<file path="src/rtl/adc_scan_pkg.sv">
package adc_scan_pkg;

    localparam int CH_W       = 3;
    localparam int NUM_CH     = 1 << CH_W;
    localparam int SAMPLE_W   = 16;
    localparam int FRAME_BITS = 16;

    typedef logic [CH_W-1:0]     chan_t;
    typedef logic [SAMPLE_W-1:0] smp_t;

    localparam chan_t QUAD_LAST = CH_W'(3);

    typedef enum logic [1:0] {
        FMT_QUAD12 = 2'd0,
        FMT_MUX15  = 2'd1,
        FMT_MUX16  = 2'd2,
        FMT_ALT16  = 2'd3
    } fmt_e;

    typedef enum logic [1:0] {
        SQ_IDLE = 2'd0,
        SQ_XFER = 2'd1,
        SQ_GAP  = 2'd2
    } sq_state_e;

    typedef struct packed {
        chan_t ch;
        smp_t  data;
    } result_t;

    function automatic int fmt_width(fmt_e f);
        case (f)
            FMT_QUAD12: return 12;
            FMT_MUX15:  return 15;
            default:    return 16;
        endcase
    endfunction

    function automatic smp_t fmt_align(smp_t raw, fmt_e f);
        smp_t m;
        m = '1;
        m = m >> (SAMPLE_W - fmt_width(f));
        return raw & m;
    endfunction

    function automatic chan_t fmt_last(fmt_e f, chan_t req);
        if (f == FMT_QUAD12 && req > QUAD_LAST) return QUAD_LAST;
        return req;
    endfunction

    function automatic chan_t next_chan(chan_t cur, chan_t last);
        if (cur >= last) return '0;
        return cur + chan_t'(1);
    endfunction

endpackage

</file>
<file path="src/rtl/adc_scan_clkdiv.sv">
module adc_scan_clkdiv #(
    parameter int DIV_W = 8
) (
    input  logic             clk,
    input  logic             rst,
    input  logic             run,
    input  logic [DIV_W-1:0] half_div,
    output logic             tick
);
    logic [DIV_W-1:0] cnt_q;
    logic [DIV_W-1:0] lim_m1;

    assign lim_m1 = (half_div == '0) ? '0 : half_div - DIV_W'(1);
    assign tick   = run && (cnt_q >= lim_m1);

    always_ff @(posedge clk) begin
        if (rst || !run) begin
            cnt_q <= '0;
        end else if (tick) begin
            cnt_q <= '0;
        end else begin
            cnt_q <= cnt_q + DIV_W'(1);
        end
    end
endmodule

</file>
<file path="src/rtl/adc_scan_seq.sv">
module adc_scan_seq
    import adc_scan_pkg::*;
#(
    parameter int GAP_HALVES = 4
) (
    input  logic    clk,
    input  logic    rst,
    input  logic    tick,
    input  logic    scan_en,
    input  fmt_e    fmt,
    input  chan_t   ch_last,
    input  logic    miso,
    output logic    run,
    output logic    sclk,
    output logic    frame_act,
    output chan_t   csel,
    output logic    wr_valid,
    output result_t wr_res
);
    localparam int EDGES  = 2 * FRAME_BITS;
    localparam int EDGE_W = $clog2(EDGES);
    localparam int GAP_W  = (GAP_HALVES > 1) ? $clog2(GAP_HALVES) : 1;
    localparam logic [EDGE_W-1:0] EDGE_LAST = EDGE_W'(EDGES - 1);
    localparam logic [GAP_W-1:0]  GAP_LAST  = GAP_W'(GAP_HALVES - 1);

    sq_state_e           state_q;
    chan_t               ch_q;
    logic [EDGE_W-1:0]   edge_q;
    logic [GAP_W-1:0]    gap_q;
    smp_t                shreg_q;
    logic                sclk_q;
    smp_t                captured;

    assign captured  = {shreg_q[SAMPLE_W-2:0], miso};
    assign run       = (state_q != SQ_IDLE);
    assign frame_act = (state_q == SQ_XFER);
    assign sclk      = sclk_q;

    always_comb begin
        csel = '0;
        if (frame_act) begin
            csel = (fmt == FMT_QUAD12) ? (ch_q & QUAD_LAST) : ch_q;
        end
    end

    always_ff @(posedge clk) begin
        if (rst) begin
            state_q  <= SQ_IDLE;
            ch_q     <= '0;
            edge_q   <= '0;
            gap_q    <= '0;
            shreg_q  <= '0;
            sclk_q   <= 1'b1;
            wr_valid <= 1'b0;
            wr_res   <= '0;
        end else begin
            wr_valid <= 1'b0;
            case (state_q)
                SQ_IDLE: begin
                    sclk_q <= 1'b1;
                    if (scan_en) begin
                        state_q <= SQ_XFER;
                        ch_q    <= '0;
                        edge_q  <= '0;
                    end
                end
                SQ_XFER: begin
                    if (tick) begin
                        edge_q <= edge_q + EDGE_W'(1);
                        if (!edge_q[0]) begin
                            sclk_q <= 1'b0;
                        end else begin
                            sclk_q  <= 1'b1;
                            shreg_q <= captured;
                        end
                        if (edge_q == EDGE_LAST) begin
                            state_q     <= SQ_GAP;
                            gap_q       <= '0;
                            wr_valid    <= 1'b1;
                            wr_res.ch   <= ch_q;
                            wr_res.data <= fmt_align(captured, fmt);
                            ch_q        <= next_chan(ch_q, fmt_last(fmt, ch_last));
                        end
                    end
                end
                SQ_GAP: begin
                    if (tick) begin
                        gap_q <= gap_q + GAP_W'(1);
                        if (gap_q == GAP_LAST) begin
                            if (scan_en) begin
                                state_q <= SQ_XFER;
                                edge_q  <= '0;
                            end else begin
                                state_q <= SQ_IDLE;
                            end
                        end
                    end
                end
                default: state_q <= SQ_IDLE;
            endcase
        end
    end
endmodule

</file>
<file path="src/rtl/adc_scan_regs.sv">
module adc_scan_regs
    import adc_scan_pkg::*;
(
    input  logic    clk,
    input  logic    rst,
    input  logic    wr_valid,
    input  result_t wr_res,
    input  logic    rd_en,
    input  chan_t   rd_addr,
    output logic    rd_valid,
    output smp_t    rd_data,
    output logic    rd_new
);
    smp_t              data_q [NUM_CH];
    logic [NUM_CH-1:0] new_q;

    always_ff @(posedge clk) begin
        if (rst) begin
            for (int i = 0; i < NUM_CH; i++) begin
                data_q[i] <= '0;
            end
            new_q <= '0;
        end else begin
            for (int i = 0; i < NUM_CH; i++) begin
                if (wr_valid && wr_res.ch == chan_t'(i)) begin
                    data_q[i] <= wr_res.data;
                    new_q[i]  <= 1'b1;
                end else if (rd_en && rd_addr == chan_t'(i)) begin
                    new_q[i]  <= 1'b0;
                end
            end
        end
    end

    always_ff @(posedge clk) begin
        if (rst) begin
            rd_valid <= 1'b0;
            rd_data  <= '0;
            rd_new   <= 1'b0;
        end else begin
            rd_valid <= rd_en;
            if (rd_en) begin
                rd_data <= data_q[rd_addr];
                rd_new  <= new_q[rd_addr];
            end
        end
    end
endmodule

</file>
<file path="src/rtl/adc_scan_ctrl.sv">
module adc_scan_ctrl
    import adc_scan_pkg::*;
#(
    parameter int DIV_W      = 8,
    parameter int GAP_HALVES = 4
) (
    input  logic             clk,
    input  logic             rst,
    input  logic             scan_en,
    input  logic [1:0]       fmt_sel,
    input  logic [2:0]       ch_last,
    input  logic [DIV_W-1:0] half_div,
    output logic             sclk,
    output logic [2:0]       csel,
    output logic             frame_act,
    input  logic             miso,
    input  logic             rd_en,
    input  logic [2:0]       rd_addr,
    output logic             rd_valid,
    output logic [15:0]      rd_data,
    output logic             rd_new
);
    logic    tick;
    logic    run;
    logic    wr_valid;
    result_t wr_res;
    chan_t   csel_w;

    assign csel = csel_w;

    adc_scan_clkdiv #(.DIV_W(DIV_W)) u_div (
        .clk      (clk),
        .rst      (rst),
        .run      (run),
        .half_div (half_div),
        .tick     (tick)
    );

    adc_scan_seq #(.GAP_HALVES(GAP_HALVES)) u_seq (
        .clk       (clk),
        .rst       (rst),
        .tick      (tick),
        .scan_en   (scan_en),
        .fmt       (fmt_e'(fmt_sel)),
        .ch_last   (ch_last),
        .miso      (miso),
        .run       (run),
        .sclk      (sclk),
        .frame_act (frame_act),
        .csel      (csel_w),
        .wr_valid  (wr_valid),
        .wr_res    (wr_res)
    );

    adc_scan_regs u_regs (
        .clk      (clk),
        .rst      (rst),
        .wr_valid (wr_valid),
        .wr_res   (wr_res),
        .rd_en    (rd_en),
        .rd_addr  (rd_addr),
        .rd_valid (rd_valid),
        .rd_data  (rd_data),
        .rd_new   (rd_new)
    );
endmodule

</file>
<file path="config.mk">
export PLATFORM = sky130hd
export DESIGN_NAME = adc_scan_ctrl
export DESIGN_NICKNAME = d
export VERILOG_FILES = /design/src/rtl/adc_scan_pkg.sv /design/src/rtl/adc_scan_clkdiv.sv /design/src/rtl/adc_scan_seq.sv /design/src/rtl/adc_scan_regs.sv /design/src/rtl/adc_scan_ctrl.sv
export SDC_FILE = /design/constraint.sdc
export NUM_CORES = 1
export LEC_CHECK = 0
export BUFFER_PORTS_ARGS = -buffer_cell sky130_fd_sc_hd__buf_2
export CAP_MARGIN = 5
export CORE_UTILIZATION = 45
export CTS_BUF_LIST = sky130_fd_sc_hd__clkbuf_16
export DETAILED_ROUTE_END_ITERATION = 12
export PLACE_DENSITY = 0.71
export REMOVE_ABC_BUFFERS = 1
export SLEW_MARGIN = 40
export SYNTH_ARGS = -nofsm -noshare
export SYNTH_HDL_FRONTEND = slang
export SYNTH_SLANG_ARGS = --single-unit
</file>
<file path="constraint.sdc">
create_clock -name clk -period 4.4 [get_ports clk]
set_clock_uncertainty 0.15 [all_clocks]
set_input_delay 0.66 -clock clk [delete_from_list [all_inputs] [get_ports clk]]
set_output_delay 0.66 -clock clk [all_outputs]
set_load 0.01 [all_outputs]
</file>
### Yosys cells after proc, flatten, opt, wreduce, memory -nomap -nowiden

Memory sizes are Yosys's and may differ from the RTL's. A register that Yosys moved wholly into a read port is not among the register bits.
Index checks and enable logic that the tools add are counted.

* add/sub/neg operators: 6
* multiply operators: 0
* div/mod/pow operators: 0
* order comparisons: 4
* equal/unequal tests: 24
* shifts and indexed selects: 1
* muxes and demuxes: 102
* bitwise gates (word level): 11
* reductions and logical operators: 46

Operator list (count)
* two-way mux 16 bit: 8
* two-way mux 32 bit: 4
* two-way mux 1 bit: 57
* two-way mux 3 bit: 13
* right shift 16 x 32 -> 16 bit, first input constant: 1
* subtractor 6 x 32 -> 32 bit, first input constant: 1
* == test 3 bit, second input constant: 8
* nonzero test 2 bit: 11
* two-way mux 5 bit: 4
* logical AND 1 bit: 18
* AND 16 bit: 1
* two-way mux 2 bit: 8
* case mux 5 bit (3 select lines): 1
* == test 3 x 2 -> 1 bit, second input constant: 4
* AND reduction 4 bit: 3
* case mux 5 bit (2 select lines): 1
* adder 8 x 1 -> 8 bit, second input constant: 1
* greater-or-equal comparator 8 bit: 1
* logical NOT 8 bit: 1
* two-way mux 8 bit: 1
* bitwise OR 1 bit: 8
* subtractor 8 x 1 -> 8 bit, second input constant: 1
* == test 3 x 1 -> 1 bit, second input constant: 2
* logical NOT 3 bit: 2
* 26 further kinds: 34

* register bits: 66
* latch bits: 0
* RAM bits: 128
* ROM bits: 0
* input bits: 21
* output and inout port bits: 23
* memories kept: 1

Memory list
* u_regs.data_q: depth 8, width 16, rd ports 1, clocked after memory_dff 1, wr ports 8, line adc_scan_regs.sv:14 `smp_t data_q [NUM_CH];`

### Longest topological paths before layout

* word-level depth: 22
* depth in mapped cells: 14
* depth with buffers taken out: 12

### By module

From an unflattened synthesis, not the netlist that was laid out.

* cells, all modules: 815
* area, all modules: 9351.5 um^2

By module, submodules not included
* adc_scan_regs: times used 1, cells each 496, area an instance 6577.6 um^2, sequential area each 4364.2 um^2
* adc_scan_seq: times used 1, cells each 243, area an instance 2082.0 um^2, sequential area each 960.9 um^2
* adc_scan_clkdiv: times used 1, cells each 76, area an instance 691.9 um^2, sequential area each 160.2 um^2

### Least setup slack after synthesis

No wires, ideal clock.

* kind: input-to-reg
* start: in half_div[4]
* end: reg u_div.cnt_q[2]
* library setup time: 64 ps
* data arrival time: 3415 ps
* data required time: 4186 ps
* setup slack: 771 ps
* cell stages on the path: 12
* path through: or3_1 -> or3_1 -> or3b_1 -> and2_1 -> ha_1 -> nor2b_1 -> o21ai_2 -> and3_1 -> buf_6 -> or4_4 -> buf_6 -> nor2_1

* cells in the longest elaborated chain, start to end: 5
* elaborated cells on any way between the ends: 6

RTL lines
* from (decl): line adc_scan_ctrl.sv:12 `input logic [DIV_W-1:0] half_div,`
* subtractor 8 x 1 -> 8 bit / logical NOT 8 bit (equally long branches): line adc_scan_clkdiv.sv:13 `assign lim_m1 = (half_div == '0) ? '0 : half_div - DIV_W'(1);`
* two-way mux 8 bit (*): line adc_scan_clkdiv.sv:13
* greater-or-equal comparator 8 bit (*): line adc_scan_clkdiv.sv:14 `assign tick = run && (cnt_q >= lim_m1);`
* logical AND 1 bit (*): line adc_scan_clkdiv.sv:14
* OR reduction 2 bit (no source line) (*)
* to (signal assigned): line adc_scan_clkdiv.sv:22 `cnt_q <= cnt_q + DIV_W'(1);`
* to (decl): line adc_scan_clkdiv.sv:10 `logic [DIV_W-1:0] cnt_q;`

Every way passes the cells marked *; elsewhere a longest branch is shown, timed or not.
A chain may end at the register's enable or synchronous reset.

### Worst setup path in the final report

* start: in half_div[4]
* end: reg u_seq.sclk_q (netlist: u_seq.sclk)

* cells in the longest elaborated chain, start to end: 6
* elaborated cells on any way between the ends: 7

RTL lines
* subtractor 8 x 1 -> 8 bit / logical NOT 8 bit (equally long branches): line adc_scan_clkdiv.sv:13
* two-way mux 8 bit (*): line adc_scan_clkdiv.sv:13
* greater-or-equal comparator 8 bit (*): line adc_scan_clkdiv.sv:14
* logical AND 1 bit (*): line adc_scan_clkdiv.sv:14
* inequality test 2 x 1 -> 1 bit (no source line) (*)
* AND reduction 2 bit (no source line) (*)
* to (signal assigned): line adc_scan_seq.sv:53 `sclk_q <= 1'b1;`
* to (signal assigned): line adc_scan_seq.sv:60 `sclk_q <= 1'b1;`
* to (signal assigned): line adc_scan_seq.sv:71 `sclk_q <= 1'b0;`
* to (decl): line adc_scan_seq.sv:31 `logic sclk_q;`

Marks and branches as above.

==> metrics.csv <==
stage,metric,value,unit
routing,ant_nets,0,
floorplan,placementRows,51,
cells_and_area,syn2layout_area_growth,12.07,%
floorplan,die_h,144.5,um
yosys,synth-async-reset-ratio,0,%
cells_and_area,drive_gt1_share,16.20,%
cells_and_area,antenna_cells,0,
floorplan,num_io_pins,44,
place,io_buffers,43,
global_routing,antenna_found_initial,0,
power_and_ir_drop,power,4.056,mW
global_routing,grt.overflow.total,0,
routing,routed_wl,19.39,mm
sta,fmax,291.9,MHz
routing,wl_per_cell,17.76,um
global_routing,grt_max_degree,70,
clock_tree,cts_hold_buf,0,
sta,setup_viol,0,
yosys,ys_warn_count,0,
sta,post-route-min-period,3.426,ns
power_and_ir_drop,vdd_ir_drop_max,0.2021,mV
sta,fin_crit_sh,77.86,%
cells_and_area,layout.nets,849,
global_routing,first_global_vias,5900,
run_status,outcome,completed,
floorplan,start_util,46.37,%
clock_tree,post-cts-setup-buffer-count,0,
yosys,synth_seq_area_share,60.00,%
yosys,netlist-cell-type-count,53,
clock_tree,cts_resized,0,
cells_and_area,final_cell_mix,"133 x nor2_1, 128 x edfxtp_1, 82 x dfxtp_1",
setup_path,path_cells,buf_2 > or3_1 > or3_1 > or3_1 > nor3_1 > a21oi_1 > ha_1 > a21oi_1 > nand2_1 > or4_1 > a31o_2,
clock_tree,cts_num_sinks,210,
yosys,synth_edf_count,128,
setup_path,startpoint_type,primary input,
routing,drt_iter0_markers,394,
yosys,synth_area,9143,um^2
cells_and_area,layout.cells.non_filler,1092,
sta,rsz0062_at_grt,false,
clock_tree,clockRootBuffer,clkbuf_16,
routing,vias_per_cell,5.561,
setup_path,path_buf_inv,1,
setup_path,crit_path_frequent_cell,or3_1,
routing,firstDrtPassIters,5,
global_routing,track_usage,19.43,%
yosys,ys.flop_type,edfxtp_1,
routing,dr_total_vias,6073,
sta,worst_pin_slew,0.8510,ns
setup_path,crit_type,primary input to flop,
power_and_ir_drop,power.density,395.9,nW/um^2
place,place_inst,1052,
cells_and_area,fill_cells,1691,
clock_tree,cts_buffer_depth,3,
setup_path,arrival,3.66,ns
clock_tree,cts_max_level,1,
flow_run,maxCapViolations,0,
clock_tree,clk_pin_slew,0.06,ns
yosys,postSynthAreaPerCell,11.74,um^2
power_and_ir_drop,leakage,3.710,nW
setup_path,crit_slowest_cell,or4_1,
yosys,ys_ff_latch,210,
cells_and_area,final_common_cell,nor2_1,
clock_tree,clk_latency,0.50,ns
setup_path,cp_data_required_time,4.64,ns
sta,drv_slew,0,
place,hpwlAfterDp,11.87,mm
sta,finalSetupTns,0,ns
hold_path,hold_class,flop to flop,
routing,drc,0,
yosys,syn_inst,779,
floorplan,core_area,19720,um^2
global_routing,grt_pass1_wl,30.82,mm
floorplan,die_w,144.5,um
place,gp_congestion,0.8397,
sta,hold_violations,0,
clock_tree,cts_made_buffers,22,
setup_path,path_delay_family,simple AND/OR/NAND/NOR gates,
setup_path,slowest_delay,0.55,ns
sta,timing.hold.ws,0.3186,ns
cells_and_area,final_util,51.96,%
setup_path,crit_path_end_kind,flop,
clock_tree,cts_tree,done,
setup_path,crit_fanout,14,
floorplan,die_area,20890,um^2
sta,slew_headroom,43.13,%
## cells by family after synthesis
family,synth area share [%]
AOI/OAI and AO/OA,9.799
xor gates and xnor gates,0.9581
adders and majority gates,2.326
buffers and inverters,3.681
DFF,60.00
muxes,10.36
and+or+nand+nor,12.88
## registers in the layout, summed over array words and instances (netlist names), 3 cells and up
name	count
u_regs.data_q	128
u_seq.wr_res	19
u_regs.rd_data	16
u_seq.shreg_q	15
u_div.cnt_q	8
u_regs.new_q	8
u_seq.edge_q	5
u_seq.ch_q	3
## Yosys cell counts, types with 3 or more instances
master / count / area (um^2)
a211oi_1: 18 / 135.1
a21oi_1: 52 / 260.3
and2_1: 3 / 18.77
and3_1: 6 / 37.54
buf_2: 8 / 40.04
clkbuf_1: 39 / 146.4
dfxtp_1: 82 / 1642
edfxtp_1: 128 / 3844
ha_1: 17 / 212.7
inv_1: 30 / 112.6
mux2i_1: 17 / 170.2
mux4_2: 34 / 765.7
nand2_1: 44 / 165.2
nand2b_1: 6 / 37.54
nand3_1: 46 / 230.2
nand4_1: 3 / 18.77
nor2_1: 133 / 499.2
nor2b_1: 6 / 37.54
nor3_1: 4 / 20.02
nor3b_1: 3 / 22.52
o211ai_1: 19 / 142.6
o21ai_0: 28 / 140.1
o221ai_1: 3 / 26.28
o31ai_1: 3 / 22.52
or3_1: 4 / 25.02
xor2_1: 8 / 70.07
## per-layer routing
layer | wire (um) | up-vias | global-route usage (%)
met5 | 0 | - | 0
met2 | 9220 | 160 | 33.17
met3 | 950 | 34 | 2.914
li1 | - | 2922 | -
met1 | 8780 | 2957 | 25.82
met4 | 443 | 0 | 5.042
## power breakdown
group | switching [mW] | internal (mW)
combinational | 0.142 | 0.102
clock | 0.729 | 0.907
sequential | 0.0236 | 2.15
## worst paths after layout
path                                       from              end  slack, ns  cells past startpoint
worst max-delay path                half_div[4]       u_seq.sclk       0.97                     11
worst max register to register  u_seq.edge_q[0]    u_seq.ch_q[1]       1.90                      8
worst min register to register  u_seq.wr_res[8]  u_seq.wr_res[8]       0.32                      2
worst min-delay path            u_seq.wr_res[8]  u_seq.wr_res[8]       0.32                      2
## final cells by class
class / instances / area (um^2) / share of cell area, %
Clock buffer: 22 / 550.5 / 5.373
Clock inverter: 18 / 85.08 / 0.8304
Inverter: 30 / 112.6 / 1.099
Multi-Input combinational cell: 487 / 3336 / 32.56
Sequential cell: 210 / 5485 / 53.54
Tap cell: 265 / 331.6 / 3.236
Timing Repair Buffer: 60 / 345.3 / 3.370
## worst reg2reg max path, cell delays in order (launching register included)
cell and delay [ns]:
dfxtp_1 0.35, ha_1 0.24, and3_1 0.19, ha_1 0.21, nand3b_1 0.15, a21oi_1 0.08
and3_1 0.23, o311ai_0 0.57, o32ai_1 0.18
## stage by stage
step	area, um^2	worst slack [ns]
2_1_floorplan	8919	0.6176
3_3_place_gp	9593	0.5782
3_5_place_dp	9605	0.5015
4_1_cts	10240	1.010
5_1_grt	10250	0.7777
6_report	10250	0.9741
Note: power is estimated with default switching activity, not from simulation.
